## src/rtl/i2c_seq_pkg.sv

```systemverilog
package i2c_seq_pkg;

  typedef enum logic [2:0] {
    ACT_START    = 3'd0,
    ACT_RESTART  = 3'd1,
    ACT_RD_BEGIN = 3'd2,
    ACT_RD_BYTE  = 3'd3,
    ACT_WRITE    = 3'd4,
    ACT_STOP     = 3'd5
  } act_e;

  typedef enum logic [2:0] {
    RES_OK    = 3'd0,
    RES_IO    = 3'd1,
    RES_RETRY = 3'd2,
    RES_NODEV = 3'd3,
    RES_PROTO = 3'd4
  } res_e;

  typedef struct packed {
    logic en;
    logic master;
    logic tx;
    logic nak;
    logic rstart;
  } ctl_t;

  localparam ctl_t CTL_IDLE_EN = '{en: 1'b1, master: 1'b0, tx: 1'b0, nak: 1'b0, rstart: 1'b0};

endpackage

```

## src/rtl/i2c_seq_desc.sv

```systemverilog
module i2c_seq_desc #(
  parameter int N  = 4,
  parameter int AW = 7,
  parameter int LW = 8,
  localparam int IW = (N > 1) ? $clog2(N) : 1
) (
  input  logic          clk,
  input  logic          rst_n,
  input  logic          we,
  input  logic [IW-1:0] widx,
  input  logic [AW-1:0] waddr,
  input  logic          wrd,
  input  logic          wblk,
  input  logic [LW-1:0] wlen,
  input  logic [IW-1:0] ridx,
  output logic [AW-1:0] raddr,
  output logic          rrd,
  output logic          rblk,
  output logic [LW-1:0] rlen
);

  logic [AW-1:0] addr_q [N];
  logic          rd_q   [N];
  logic          blk_q  [N];
  logic [LW-1:0] len_q  [N];

  for (genvar g = 0; g < N; g++) begin : g_slot
    logic slot_en;
    assign slot_en = we && (widx == IW'(g));
    always_ff @(posedge clk or negedge rst_n) begin
      if (!rst_n) begin
        addr_q[g] <= '0;
        rd_q[g]   <= 1'b0;
        blk_q[g]  <= 1'b0;
        len_q[g]  <= '0;
      end else if (slot_en) begin
        addr_q[g] <= waddr;
        rd_q[g]   <= wrd;
        blk_q[g]  <= wblk;
        len_q[g]  <= wlen;
      end
    end
  end

  always_comb begin
    raddr = addr_q[ridx];
    rrd   = rd_q[ridx];
    rblk  = blk_q[ridx];
    rlen  = len_q[ridx];
  end

endmodule

```

## src/rtl/i2c_seq_evt_chk.sv

```systemverilog
module i2c_seq_evt_chk
  import i2c_seq_pkg::*;
(
  input  logic complete,
  input  logic arb_lost,
  input  logic rx_nak,
  input  logic expect_ack,
  output logic fault,
  output res_e code
);

  always_comb begin
    fault = 1'b1;
    if (!complete)                  code = RES_IO;
    else if (arb_lost)              code = RES_RETRY;
    else if (expect_ack && rx_nak)  code = RES_NODEV;
    else begin
      code  = RES_OK;
      fault = 1'b0;
    end
  end

endmodule

```

## src/rtl/i2c_seq_core.sv

```systemverilog
module i2c_seq_core
  import i2c_seq_pkg::*;
#(
  parameter int N       = 4,
  parameter int AW      = 7,
  parameter int LW      = 8,
  parameter int BLK_MAX = 32,
  localparam int IW = (N > 1) ? $clog2(N) : 1,
  localparam int NW = $clog2(N + 1),
  localparam int PW = LW + 1
) (
  input  logic          clk,
  input  logic          rst_n,
  input  logic          go,
  input  logic [NW-1:0] num_msgs,
  input  logic [AW-1:0] d_addr,
  input  logic          d_rd,
  input  logic          d_blk,
  input  logic [LW-1:0] d_len,
  input  logic          evt,
  input  logic          fault,
  input  res_e          fault_code,
  input  logic [7:0]    rx_in,
  input  logic [7:0]    tx_byte,
  output logic [IW-1:0] cur_idx,
  output logic          expect_ack,
  output logic          busy,
  output logic          done,
  output logic [2:0]    result,
  output ctl_t          ctl,
  output logic          wr_valid,
  output logic [7:0]    wr_data,
  output logic          rd_req,
  output logic          rx_valid,
  output logic [IW-1:0] rx_msg,
  output logic [PW-1:0] rx_pos,
  output logic [7:0]    rx_data,
  output logic [PW-1:0] tx_pos
);

  logic          busy_q, busy_d;
  act_e          act_q, act_d;
  logic [IW-1:0] cur_q, cur_d;
  logic [PW-1:0] pos_q, pos_d;
  logic [PW-1:0] len_q, len_d;
  logic [NW-1:0] num_q, num_d;
  logic          exp_q, exp_d;
  ctl_t          ctl_q, ctl_d;
  res_e          res_q, res_d;
  logic          done_q, done_d;
  logic          wr_q, wr_d;
  logic [7:0]    wdat_q, wdat_d;
  logic          rd_q, rd_d;
  logic          rxv_q, rxv_d;
  logic [7:0]    rxd_q, rxd_d;
  logic [PW-1:0] rxp_q, rxp_d;
  logic [IW-1:0] rxm_q, rxm_d;

  logic          run, fin;
  res_e          fin_code;
  act_e          step;
  ctl_t          ctl_w;
  logic [PW-1:0] pos_w, len_w;
  logic [IW-1:0] cur_w;

  always_comb begin
    busy_d = busy_q;  act_d = act_q;   cur_d = cur_q;   pos_d = pos_q;
    len_d  = len_q;   num_d = num_q;   exp_d = exp_q;   ctl_d = ctl_q;
    res_d  = res_q;   wdat_d = wdat_q; rxd_d = rxd_q;   rxp_d = rxp_q;
    rxm_d  = rxm_q;
    done_d = 1'b0;  wr_d = 1'b0;  rd_d = 1'b0;  rxv_d = 1'b0;
    run = 1'b0;  fin = 1'b0;  fin_code = RES_OK;  step = act_q;
    ctl_w = ctl_q;  pos_w = pos_q;  len_w = len_q;  cur_w = cur_q;

    if (!busy_q) begin
      if (go) begin
        run    = 1'b1;
        step   = ACT_START;
        busy_d = 1'b1;
        num_d  = num_msgs;
        ctl_w  = CTL_IDLE_EN;
        pos_w  = '0;
        cur_w  = '0;
      end
    end else if (evt) begin
      if (fault) begin
        fin      = 1'b1;
        fin_code = fault_code;
      end else begin
        run   = 1'b1;
        exp_d = 1'b0;
      end
    end

    if (run) begin
      ctl_w.rstart = 1'b0;
      ctl_w.tx     = 1'b0;
      ctl_w.nak    = 1'b0;
      case (step)
        ACT_START, ACT_RESTART: begin
          ctl_w.rstart = (step == ACT_RESTART);
          ctl_w.master = 1'b1;
          ctl_w.tx     = 1'b1;
          wr_d   = 1'b1;
          wdat_d = {d_addr, d_rd};
          exp_d  = 1'b1;
          len_w  = PW'(d_len);
          act_d  = d_rd ? ACT_RD_BEGIN : ACT_WRITE;
        end
        ACT_RD_BEGIN: begin
          if (len_w != '0) begin
            if (len_w == PW'(1) && !d_blk) ctl_w.nak = 1'b1;
            rd_d = 1'b1;
          end
          act_d = ACT_RD_BYTE;
        end
        ACT_RD_BYTE: begin
          if (pos_w != '0 || !d_blk) begin
            if (pos_w + PW'(2) == len_w) ctl_w.nak = 1'b1;
            if (pos_w + PW'(1) == len_w) ctl_w.tx  = 1'b1;
          end
          rd_d  = 1'b1;
          rxv_d = 1'b1;
          rxd_d = rx_in;
          rxp_d = pos_w;
          rxm_d = cur_w;
          if (pos_w == '0 && d_blk) begin
            if (rx_in == 8'd0 || 32'(rx_in) > BLK_MAX) begin
              fin      = 1'b1;
              fin_code = RES_PROTO;
            end else begin
              len_w = len_w + PW'(rx_in);
              if (len_w == PW'(2)) ctl_w.nak = 1'b1;
            end
          end
          pos_w = pos_w + PW'(1);
        end
        ACT_WRITE: begin
          wr_d   = 1'b1;
          wdat_d = tx_byte;
          exp_d  = 1'b1;
          pos_w  = pos_w + PW'(1);
        end
        ACT_STOP: begin
          fin      = 1'b1;
          fin_code = RES_OK;
        end
        default: begin
          fin      = 1'b1;
          fin_code = RES_IO;
        end
      endcase

      if (!fin && step != ACT_STOP && pos_w == len_w) begin
        pos_w = '0;
        if (NW'(cur_w) + NW'(1) >= num_q || (!busy_q && NW'(1) >= num_msgs)) begin
          act_d = ACT_STOP;
          if (d_rd) begin
            fin      = 1'b1;
            fin_code = RES_OK;
          end
        end else begin
          cur_w = cur_w + IW'(1);
          act_d = ACT_RESTART;
        end
      end

      pos_d = pos_w;
      len_d = len_w;
      cur_d = cur_w;
      ctl_d = ctl_w;
    end

    if (fin) begin
      res_d  = fin_code;
      busy_d = 1'b0;
      done_d = 1'b1;
      ctl_d  = CTL_IDLE_EN;
    end
  end

  always_ff @(posedge clk or negedge rst_n) begin
    if (!rst_n) begin
      busy_q <= 1'b0;     act_q <= ACT_STOP;  cur_q <= '0;   pos_q <= '0;
      len_q  <= '0;       num_q <= '0;        exp_q <= 1'b0; ctl_q <= '0;
      res_q  <= RES_OK;   done_q <= 1'b0;     wr_q <= 1'b0;  wdat_q <= '0;
      rd_q   <= 1'b0;     rxv_q <= 1'b0;      rxd_q <= '0;   rxp_q <= '0;
      rxm_q  <= '0;
    end else begin
      busy_q <= busy_d;   act_q <= act_d;     cur_q <= cur_d; pos_q <= pos_d;
      len_q  <= len_d;    num_q <= num_d;     exp_q <= exp_d; ctl_q <= ctl_d;
      res_q  <= res_d;    done_q <= done_d;   wr_q <= wr_d;   wdat_q <= wdat_d;
      rd_q   <= rd_d;     rxv_q <= rxv_d;     rxd_q <= rxd_d; rxp_q <= rxp_d;
      rxm_q  <= rxm_d;
    end
  end

  assign cur_idx    = busy_q ? cur_q : '0;
  assign expect_ack = exp_q;
  assign busy       = busy_q;
  assign done       = done_q;
  assign result     = res_q;
  assign ctl        = ctl_q;
  assign wr_valid   = wr_q;
  assign wr_data    = wdat_q;
  assign rd_req     = rd_q;
  assign rx_valid   = rxv_q;
  assign rx_msg     = rxm_q;
  assign rx_pos     = rxp_q;
  assign rx_data    = rxd_q;
  assign tx_pos     = pos_q;

  AST_START_ADDR: assert property (@(posedge clk) disable iff (!rst_n)
    $rose(busy_q) |-> wr_q && ctl_q.master && ctl_q.tx && ctl_q.en);
  AST_RSTART_ADDR: assert property (@(posedge clk) disable iff (!rst_n)
    $rose(ctl_q.rstart) |-> wr_q && ctl_q.tx && ctl_q.master);
  AST_ONE_STROBE: assert property (@(posedge clk) disable iff (!rst_n)
    !(wr_q && rd_q));
  AST_FINISH_CTL: assert property (@(posedge clk) disable iff (!rst_n)
    done_q |-> !busy_q && ctl_q == CTL_IDLE_EN);
  AST_DONE_PULSE: assert property (@(posedge clk) disable iff (!rst_n)
    done_q |=> !done_q);
  AST_IDLE_QUIET: assert property (@(posedge clk) disable iff (!rst_n)
    (!busy_q && !go) |=> !wr_q && !rd_q && !done_q && $stable(res_q));

endmodule

```

## src/rtl/i2c_xfer_seq.sv

```systemverilog
module i2c_xfer_seq
  import i2c_seq_pkg::*;
#(
  parameter int N       = 4,
  parameter int AW      = 7,
  parameter int LW      = 8,
  parameter int BLK_MAX = 32,
  localparam int IW = (N > 1) ? $clog2(N) : 1,
  localparam int NW = $clog2(N + 1),
  localparam int PW = LW + 1
) (
  input  logic          clk,
  input  logic          rst_n,
  input  logic          desc_we,
  input  logic [IW-1:0] desc_idx,
  input  logic [AW-1:0] desc_addr,
  input  logic          desc_rd,
  input  logic          desc_blk,
  input  logic [LW-1:0] desc_len,
  input  logic [NW-1:0] num_msgs,
  input  logic          go,
  output logic          busy,
  output logic          done,
  output logic [2:0]    result,
  output logic          ctl_en,
  output logic          ctl_master,
  output logic          ctl_tx,
  output logic          ctl_nak,
  output logic          ctl_rstart,
  output logic          eng_wr_valid,
  output logic [7:0]    eng_wr_data,
  output logic          eng_rd_req,
  input  logic          eng_evt,
  input  logic          eng_complete,
  input  logic          eng_arb_lost,
  input  logic          eng_rx_nak,
  input  logic [7:0]    eng_rx_data,
  output logic [IW-1:0] tx_msg,
  output logic [PW-1:0] tx_pos,
  input  logic [7:0]    tx_byte,
  output logic          rx_valid,
  output logic [IW-1:0] rx_msg,
  output logic [PW-1:0] rx_pos,
  output logic [7:0]    rx_data
);

  logic [IW-1:0] cur_idx;
  logic [AW-1:0] d_addr;
  logic          d_rd, d_blk;
  logic [LW-1:0] d_len;
  logic          exp_ack, fault;
  res_e          fault_code;
  ctl_t          ctl;

  i2c_seq_desc #(.N(N), .AW(AW), .LW(LW)) u_desc (
    .clk(clk), .rst_n(rst_n), .we(desc_we), .widx(desc_idx), .waddr(desc_addr),
    .wrd(desc_rd), .wblk(desc_blk), .wlen(desc_len), .ridx(cur_idx),
    .raddr(d_addr), .rrd(d_rd), .rblk(d_blk), .rlen(d_len)
  );

  i2c_seq_evt_chk u_chk (
    .complete(eng_complete), .arb_lost(eng_arb_lost), .rx_nak(eng_rx_nak),
    .expect_ack(exp_ack), .fault(fault), .code(fault_code)
  );

  i2c_seq_core #(.N(N), .AW(AW), .LW(LW), .BLK_MAX(BLK_MAX)) u_core (
    .clk(clk), .rst_n(rst_n), .go(go), .num_msgs(num_msgs),
    .d_addr(d_addr), .d_rd(d_rd), .d_blk(d_blk), .d_len(d_len),
    .evt(eng_evt), .fault(fault), .fault_code(fault_code),
    .rx_in(eng_rx_data), .tx_byte(tx_byte), .cur_idx(cur_idx),
    .expect_ack(exp_ack), .busy(busy), .done(done), .result(result), .ctl(ctl),
    .wr_valid(eng_wr_valid), .wr_data(eng_wr_data), .rd_req(eng_rd_req),
    .rx_valid(rx_valid), .rx_msg(rx_msg), .rx_pos(rx_pos), .rx_data(rx_data),
    .tx_pos(tx_pos)
  );

  assign tx_msg     = cur_idx;
  assign ctl_en     = ctl.en;
  assign ctl_master = ctl.master;
  assign ctl_tx     = ctl.tx;
  assign ctl_nak    = ctl.nak;
  assign ctl_rstart = ctl.rstart;

endmodule

```

## config.mk

```make
export PLATFORM = sky130hd
export DESIGN_NAME = i2c_xfer_seq
export DESIGN_NICKNAME = d
export VERILOG_FILES = /design/src/rtl/i2c_seq_pkg.sv /design/src/rtl/i2c_seq_desc.sv /design/src/rtl/i2c_seq_evt_chk.sv /design/src/rtl/i2c_seq_core.sv /design/src/rtl/i2c_xfer_seq.sv
export SDC_FILE = /design/constraint.sdc
export NUM_CORES = 1
export LEC_CHECK = 0
export BUFFER_PORTS_ARGS = -buffer_cell sky130_fd_sc_hd__buf_2
export CORE_MARGIN = 2
export CORE_UTILIZATION = 55
export CTS_CLUSTER_SIZE = 30
export DETAILED_ROUTE_END_ITERATION = 10
export PLACE_DENSITY = 0.78
export SKIP_CTS_REPAIR_TIMING = 1
export SKIP_LAST_GASP = 1
export SYNTH_ARGS = -nofsm -noshare
export SYNTH_HDL_FRONTEND = slang
export SYNTH_SLANG_ARGS = --single-unit
```

## constraint.sdc

```tcl
create_clock -name clk -period 5.1 [get_ports clk]
set_clock_uncertainty 0.1 [all_clocks]
set_input_delay 1.02 -clock clk [delete_from_list [all_inputs] [get_ports clk]]
set_output_delay 1.02 -clock clk [all_outputs]
set_load 0.05 [all_outputs]
```

==> results, run 1 <==
- The run finished with clean final reports.
- The post-route fraction of the period consumed by the critical path is 0.842.
- In the post-synthesis netlist, the biggest area contributors are dfrtp_1 42%, mux2_2 11%, nand2_1 3.7%.
- The mean routed wirelength per cell is 19.5 µm.
- The cell row count is 43.
- Summing every instance area after synthesis gives 7850 µm².
- Counting tap cells, the placed design contains a total of 1022 instances.
- Subtracting the final worst setup slack from the clock period gives 4.29 ns.
- The reported max-cap violation count is 0.
- Detailed routing inserted a total of 6595 vias.
- Once layout is complete, the cells apart from fillers number 1053.
- Summed over all instances, the cell type with the most area after synthesis is dfrtp_1.
- In this run the static leakage power is 0.00407 µW.
- Among the stages of the critical path, the cell type that occurs most often is a211oi_1.
- Clock-pin slew was measured on the worst setup and hold paths at 0.06 ns.
- The maximum number of pins on one net before global-route repair is 101.
- The first-pass detailed-route iteration total is 7.
- The sequential element share of the synthesized area is 0.431.
- Traced cell by cell, the critical path runs through buf_2, ha_1, fa_1, a211oi_1, nor2_1, a211oi_1, nor4_1, or4_1, a222oi_1, and3_2, a21o_2, and2b_1, o32ai_1.
- In this run the mean area of a mapped cell was 9.99 µm².
- The distinct cell type count after synthesis is 81.
- The number of cells produced by synthesis is 785.
- Once detail routing completed, the nets flagged for antenna violations numbered 0.
- Among all flip-flop cells after synthesis, the most frequent one is dfrtp_1.
- The clock net in this run drives a total of 135 sinks.
- The clock passes through at most 2 buffers.
- The number of global-route vias before repair is 6352.
- Pin placement for this block handled 97 I/O pins.
- The total negative setup slack is 0 ns.
- The critical path's top delay family is compound AO/OA/AOI/OAI gates.
- The starting DRC count in detailed routing is 518.
- In this run the vertical extent of the chip is 123 µm.
- For this run, asynchronously set or reset flops after synthesis account for 1.00.
- The cell sitting at the root of the clock tree is a clkbuf_16.
- The worst hold path belongs to the class reg2reg.
- The synthesis-to-finish area growth is 15.1%.
- The post-detailed-route DRC marker count is 0.
- The initial antenna violation count is 1.
- The areal power density over the cells is 503 nW/µm².
- The highest attainable clock frequency is 0.233 GHz.
- Measured against its own limit, the worst slew margin works out to 0.268.
- The highest net fanout along the worst path is 6.
- By startpoint and endpoint, the worst setup path is classified as in2reg.
- In the global route stage, overall resource usage came out at 0.284.
- The final number of max-transition violations is 0.
- At the pin with the least slew margin, the transition time is 1.09 ns.
- At the later pin of the worst-skew pair, clock insertion delay measures 0.43 ns.
- In this run, synthesis produced a sequential element count of 135.
- Setup repair after global routing left no endpoint under its margin.
- The share of final-layout standard cells stronger than drive strength 1 is 0.276.
- The area fraction of the dominant cell type after synthesis is 0.424.
- The core region is 13900 µm².
- The largest vdd supply drop is 303 µV.
- The CTS buffer count is 17.
- At the end of routability-driven placement, the weighted congestion stood at 0.944.
- At the worst endpoint, the required time is 5.30 ns.
- The final net count is 923.
- The repair_antennas step left the layout with diodes totalling 0.
- Measured along the x axis, the die boundary spans 123 µm.
- The wire-length estimate of the detail-placed layout is 14100 µm.
- The count of buffers inserted at the top-level ports is 96.
- The total nets after synthesis is 847.
- Summed over all layers, the routed wires come to 20600 µm.
- In this run the number of H-tree levels came out at 4.
- TritonCTS built the clock tree.
- The effective utilization at floorplan is 0.565.
- The ratio of routed vias to standard cells is 6.26.
- The number of setup violations in the final report is 0.
- Yosys printed 0 warnings.
- The hold violation total from the final report was 0.
- The master of the slowest instance on the critical path is or4_1.
- In this design, the stage delay of the slowest critical-path cell is 0.54 ns.
- Counting both buffers and inverters, the worst setup path holds a total of 1.
- The number of enable flip-flop cells after synthesis is 0.
- The total grt overflow is 0.
- The first global-routing pass estimated 33100 µm of wire.
- The full die area is 15200 µm².
- The arrival time at the worst endpoint is 4.50 ns.
- The capturing element type of the critical path is a flip-flop.
- The type of element launching the critical path is an input port.
==> kinds of logic after synthesis <==
kind of cell,count (synthesis),share of synthesized area
compound gates,188,0.170
xor+xnor,43,0.0480
fa+ha+maj,16,0.0265
buf+inv,71,0.0400
flops,135,0.431
mux,95,0.133
simple gates,237,0.151
==> power by group <==
part	total, µW	internal [µW]	switching [µW]
clock	1280	789	489
sequential	1540	1300	236
combinational	1730	633	1090
==> worst paths after layout <==
kind                       depth (start not counted)                end              start  slack [ns]
setup / recovery                                  13   u_core.result[2]     eng_rx_data[0]        0.81
hold / removal                                     2  u_core.rx_data[1]  u_core.rx_data[1]        0.37
setup reg to reg                                  12   u_core.result[2]    u_core.len_q[0]        1.02
hold reg to reg                                    2  u_core.rx_data[1]  u_core.rx_data[1]        0.37
max in group asynchronous                          2    u_core.act_q[2]              rst_n        3.29
min in group asynchronous                          1  u_core.rx_data[5]              rst_n        0.58
==> synth_stat cells (5+ instances only) <==
cell type  number
dfrtp_1       133
mux2_2         77
nand2_1        77
nor2_1         47
a21oi_1        38
o21ai_0        38
clkbuf_1       33
a211oi_1       27
xnor2_1        27
inv_1          21
mux2i_1        18
and3_1         16
xor2_1         16
ha_1           15
nand3_1        14
nor3_1         13
or3_1          11
a31oi_1         9
a21o_1          8
buf_2           8
nand2b_1        8
nor2b_1         8
nor4_1          8
a211o_1         6
nand4_1         6
o21a_1          5
or2_2           5
==> cells in the final DEF, fill, tap and decap left out, types with 11 or more instances in the layout <==
| cell | n |
|---|---|
| a21oi_1 | 38 |
| nand3_1 | 14 |
| buf_4 | 11 |
| and3_1 | 16 |
| mux2_2 | 77 |
| clkbuf_16 | 17 |
| a211oi_1 | 27 |
| nand2_1 | 77 |
| or3_1 | 11 |
| xor2_1 | 16 |
| o21ai_0 | 38 |
| ha_1 | 15 |
| mux2i_1 | 18 |
| nor3_1 | 12 |
| dfrtp_1 | 133 |
| nor2_1 | 47 |
| xnor2_1 | 27 |
| buf_2 | 95 |
| inv_1 | 21 |
==> worst reg2reg max path: cells and delay by family (launching register included) <==
kind | cells | cell delay, ns
AO/OA/AOI/OAI | 5 | 1.37
adder cells (fa/ha/maj) | 2 | 0.70
flip-flops | 1 | 0.47
AND/OR/NAND/NOR | 5 | 1.31
==> layer usage <==
metal	part of all wire	GRT usage	up-vias
met3	0.082	0.0743	46
met5	0.00063	0	-
met4	0.024	0.0980	2
li1	-	-	3026
met1	0.42	0.375	3206
met2	0.47	0.455	315
==> flip-flops by register name, summed over array words and instances, names as in the netlist, 2 cells and up <==
signal          count
u_core.act_q        3
u_core.ctl          5
u_core.cur_q        2
u_core.len_q        9
u_core.num_q        3
u_core.result       3
u_core.rx_data      8
u_core.rx_msg       2
u_core.rx_pos       9
u_core.tx_pos       9
u_core.wr_data      8
u_desc.addr_q      28
u_desc.blk_q        4
u_desc.len_q       32
u_desc.rd_q         4
==> final cells by class <==
type | instances | area (µm²)
Clock buffer | 19 | 443
Clock inverter | 12 | 168
Fill cell | 1122 | 4850
Inverter | 21 | 78.8
Multi-Input combinational cell | 579 | 4160
Sequential cell | 135 | 3380
Tap cell | 180 | 225
Timing Repair Buffer | 107 | 569
==> stage by stage <==
step | cell area [µm²] | utilization | setup slack, ns | hold slack, ns | total power [µW]
6_report | 9030 | 0.650 | 0.805 | 0.373 | 4540
5_1_grt | 9030 | 0.650 | 0.530 | 0.405 | 4770
4_1_cts | 9030 | 0.650 | 0.868 | 0.379 | 4520
3_5_place_dp | 8420 | 0.606 | 0.430 | 0.366 | 3230
3_3_place_gp | 8420 | 0.606 | 0.535 | 0.358 | 3200
2_1_floorplan | 7850 | - | 0.161 | 0.350 | 2780
(Power assumes the default switching activity.)
==> run 2, diff against run 1 <==
- clock period: 5.1 -> 4 ns (I/O delays scaled with it)
==> results, run 2 (synthesis gave the netlist of run 1 again) <==
- Leaving out fill and tap cells, the most frequent cell in the layout is dfrtp_1.
- The first-pass detailed-route iteration total is 5 (-2).
- The areal power density over the cells is 624 nW/µm² (+24%).
- The cell row count is 43 (unchanged).
- The number of global-route vias before repair is 6634 (+4.4%).
- The path class of the lowest-slack min-delay path is in2async.
- The worst setup path is launched from an input port.
- The width of the die came to 123 µm (unchanged).
- The count of buffers inserted at the top-level ports is 96 (unchanged).
- The register area is 3380 µm² (about the same).
- The total via count in the routed design was 6735 (+2.1%).
- The flip-flop count of the largest register, all copies and words added is 32 (unchanged).
- The CTS buffer count is 17 (unchanged).
- The number of buffers between clock root and the deepest sink is 2 (unchanged).
- The leakage dissipation is 0.00426 µW (+4.7%).
- The wire length of the first global-routing pass is 34000 µm (+2.7%).
- The required time at the endpoint of the critical path came to 4.19 ns (-1.11 ns).
- The global-route usage over all layers is 0.291 (+0.00699).
- The I/O pin total is 97 (unchanged).
- The critical path's largest stage delay is 0.51 ns (-0.03 ns).
- The flow ran to the end, and the final reports show no timing, DRC or antenna violations.
- The core area is 13900 µm² (unchanged).
- The capturing element type of the critical path is a flip-flop.
- The starting DRC count in detailed routing is 586 (+13%).
- The worst max-slew margin expressed relative to the limit was 0.305 (+0.0364).
- The full die area came to 15200 µm² (unchanged).
- The largest registers in the layout are u_desc.len_q (32), u_desc.addr_q (28).
- The number of buffer and inverter stages on the critical path was 1 (unchanged).
- The remaining number of nets flagged by the antenna check after routing is 0 (unchanged).
- The master of the slowest instance on the critical path is or4_1.
- In the finished design, the share of the clock period the worst path needs comes to 0.940.
- The number of sinks handled by clock tree synthesis is 135 (unchanged).
- The height of the die is 123 µm (unchanged).
- The final antenna diode count is 0 (unchanged).
- The reported max-cap violation count is 0 (unchanged).
- Timing would allow up to 0.266 GHz.
- In the layout the commonest cells are 132 x dfrtp_1, 95 x buf_2, 77 x mux2_2, 76 x nand2_1, 48 x buf_4.
- The number of H-tree levels is 4 (unchanged).
- The critical path is of the in2reg type.
- The total grt overflow is 0 (unchanged).
- The ratio of routed vias to standard cells was 6.17 (-1.5%).
- The post-detailed-routing wire length came to 21100 µm (+2.7%).
- Walking the worst path, the cells encountered are buf_2, ha_1, fa_1, a211oi_1, nor2_1, a211oi_1, nor4_1, or4_1, a222oi_1, and3_4, a21o_2, and2b_1, o32ai_1.
- The largest vdd supply drop is 437 µV (+44%).
- The share of final-layout standard cells stronger than drive strength 1 came to 0.310 (+0.0342).
- The area of the multi-input gates is 4210 µm² (+1.1%).
- The clock-pin slew on the worst setup and hold paths is 0.06 ns (about the same).
- The effective utilization at floorplan is 0.565 (unchanged).
- The buffer cell driving the clock tree root is clkbuf_16.
- The weighted congestion at the end of routability-driven global placement is 0.930 (-1.6%).
- The shortest period the worst path allows is 3.76 ns.
- The arrival time at the worst endpoint came to 3.95 ns (-0.55 ns).
- The maximum number of pins on one net before global-route repair came to 97 (-4.0%).
- The synthesis-to-finish area growth is 18.9%.
- The hold violation total from the final report is 0 (unchanged).
- The highest net fanout along the worst path is 5 (-1).
- The critical path's top delay family is simple AND/OR/NAND/NOR gates.
- Setup repair after global routing left no endpoint under its margin.
- The most common cell type on the critical path is a211oi_1.
- The number of setup violations in the final report is 0 (unchanged).
- The final-layout fill cell count came to 1097 (-2.2%).
- The total negative setup slack was 0 ns (unchanged).
- The post-detailed-route DRC marker count was 0 (unchanged).
- The final number of max-transition violations is 0 (unchanged).
- The insertion delay to the later sink of the worst-skew pair was 0.42 ns (about the same).
- The initial antenna violation count is 0 (-1).
- The clock tree from TritonCTS is done.
- The final net count is 961 (+4.1%).
- The utilization of the core after routing is 0.672 (+0.0214).
- The mean routed wirelength per cell is 19.4 µm (-0.95%).
- Ranked by flip-flop count, first place goes to u_desc.len_q.
- The half-perimeter wire length after detailed placement is 14800 µm (+5.3%).
- The pin slew with the least headroom to its limit is 1.04 ns (-0.0518 ns).
- The reg-to-reg setup timing slack is 0.26 ns (-0.76 ns).
==> run 2: worst register-to-register path: stages (launching register included) <==
cell and delay, ns:
dfrtp_1 0.82, nand2_1 0.29, o311ai_0 0.61, a211o_1 0.24, o31ai_2 0.12, or3_1 0.32, a41oi_1 0.24, a21boi_0 0.16
a21o_2 0.27, and2b_1 0.22, o22a_1 0.22
==> run 2: routing by layer <==
layer / GRT usage / part of all wire / vias up
met3: 0.0756 / 0.074 / 70
met2: 0.465 / 0.47 / 304
met5: 0 / 0 / -
met1: 0.379 / 0.42 / 3272
met4: 0.116 / 0.030 / 0
li1: - / - / 3089
==> run 2: final timing paths <==
| check | startpoint | to | cells past startpoint |
|---|---|---|---|
| worst max-delay path | eng_rx_data[0] | u_core.result[2] | 13 |
| worst min register to register | u_core.rx_pos[8] | u_core.rx_pos[8] | 2 |
| min in group clk | u_core.rx_pos[8] | u_core.rx_pos[8] | 2 |
| worst max register to register | u_core.cur_q[0] | u_core.result[0] | 10 |
| worst min-delay path | rst_n | u_core.rx_data[3] | 1 |
| max in group asynchronous | rst_n | u_core.act_q[0] | 2 |
==> run 2: stage by stage <==
step / cell area [µm²] / setup WS, ns / instances / hold WS [ns] / power [µW]
final: 9320 / 0.241 / 1092 / 0.350 / 5820
after detailed placement: 8760 / -0.165 / 1060 / 0.366 / 4290
after global routing: 9320 / 0.0163 / 1092 / 0.399 / 6130
after global placement: 8760 / -0.0808 / 1060 / 0.357 / 4240
after CTS: 9320 / 0.266 / 1092 / 0.380 / 5790
after floorplan: 7930 / -0.0792 / 785 / 0.349 / 3590
==> run 2: layout make-up <==
cell class / instances / share of cell area
well taps: 180 / 0.0242
inverters: 21 / 0.00845
repair buffers: 145 / 0.0930
clock buffers: 22 / 0.0498
multi-input cells: 579 / 0.451
flip-flops and latches: 135 / 0.363
clock inverters: 10 / 0.0105
==> run 2: report_power, final <==
group / leakage [µW] / switching, µW / internal (µW) / total [µW]
sequential: 0.00167 / 281 / 1660 / 1940
combinational: 0.00232 / 1450 / 929 / 2380
clock: 0.000268 / 604 / 891 / 1500
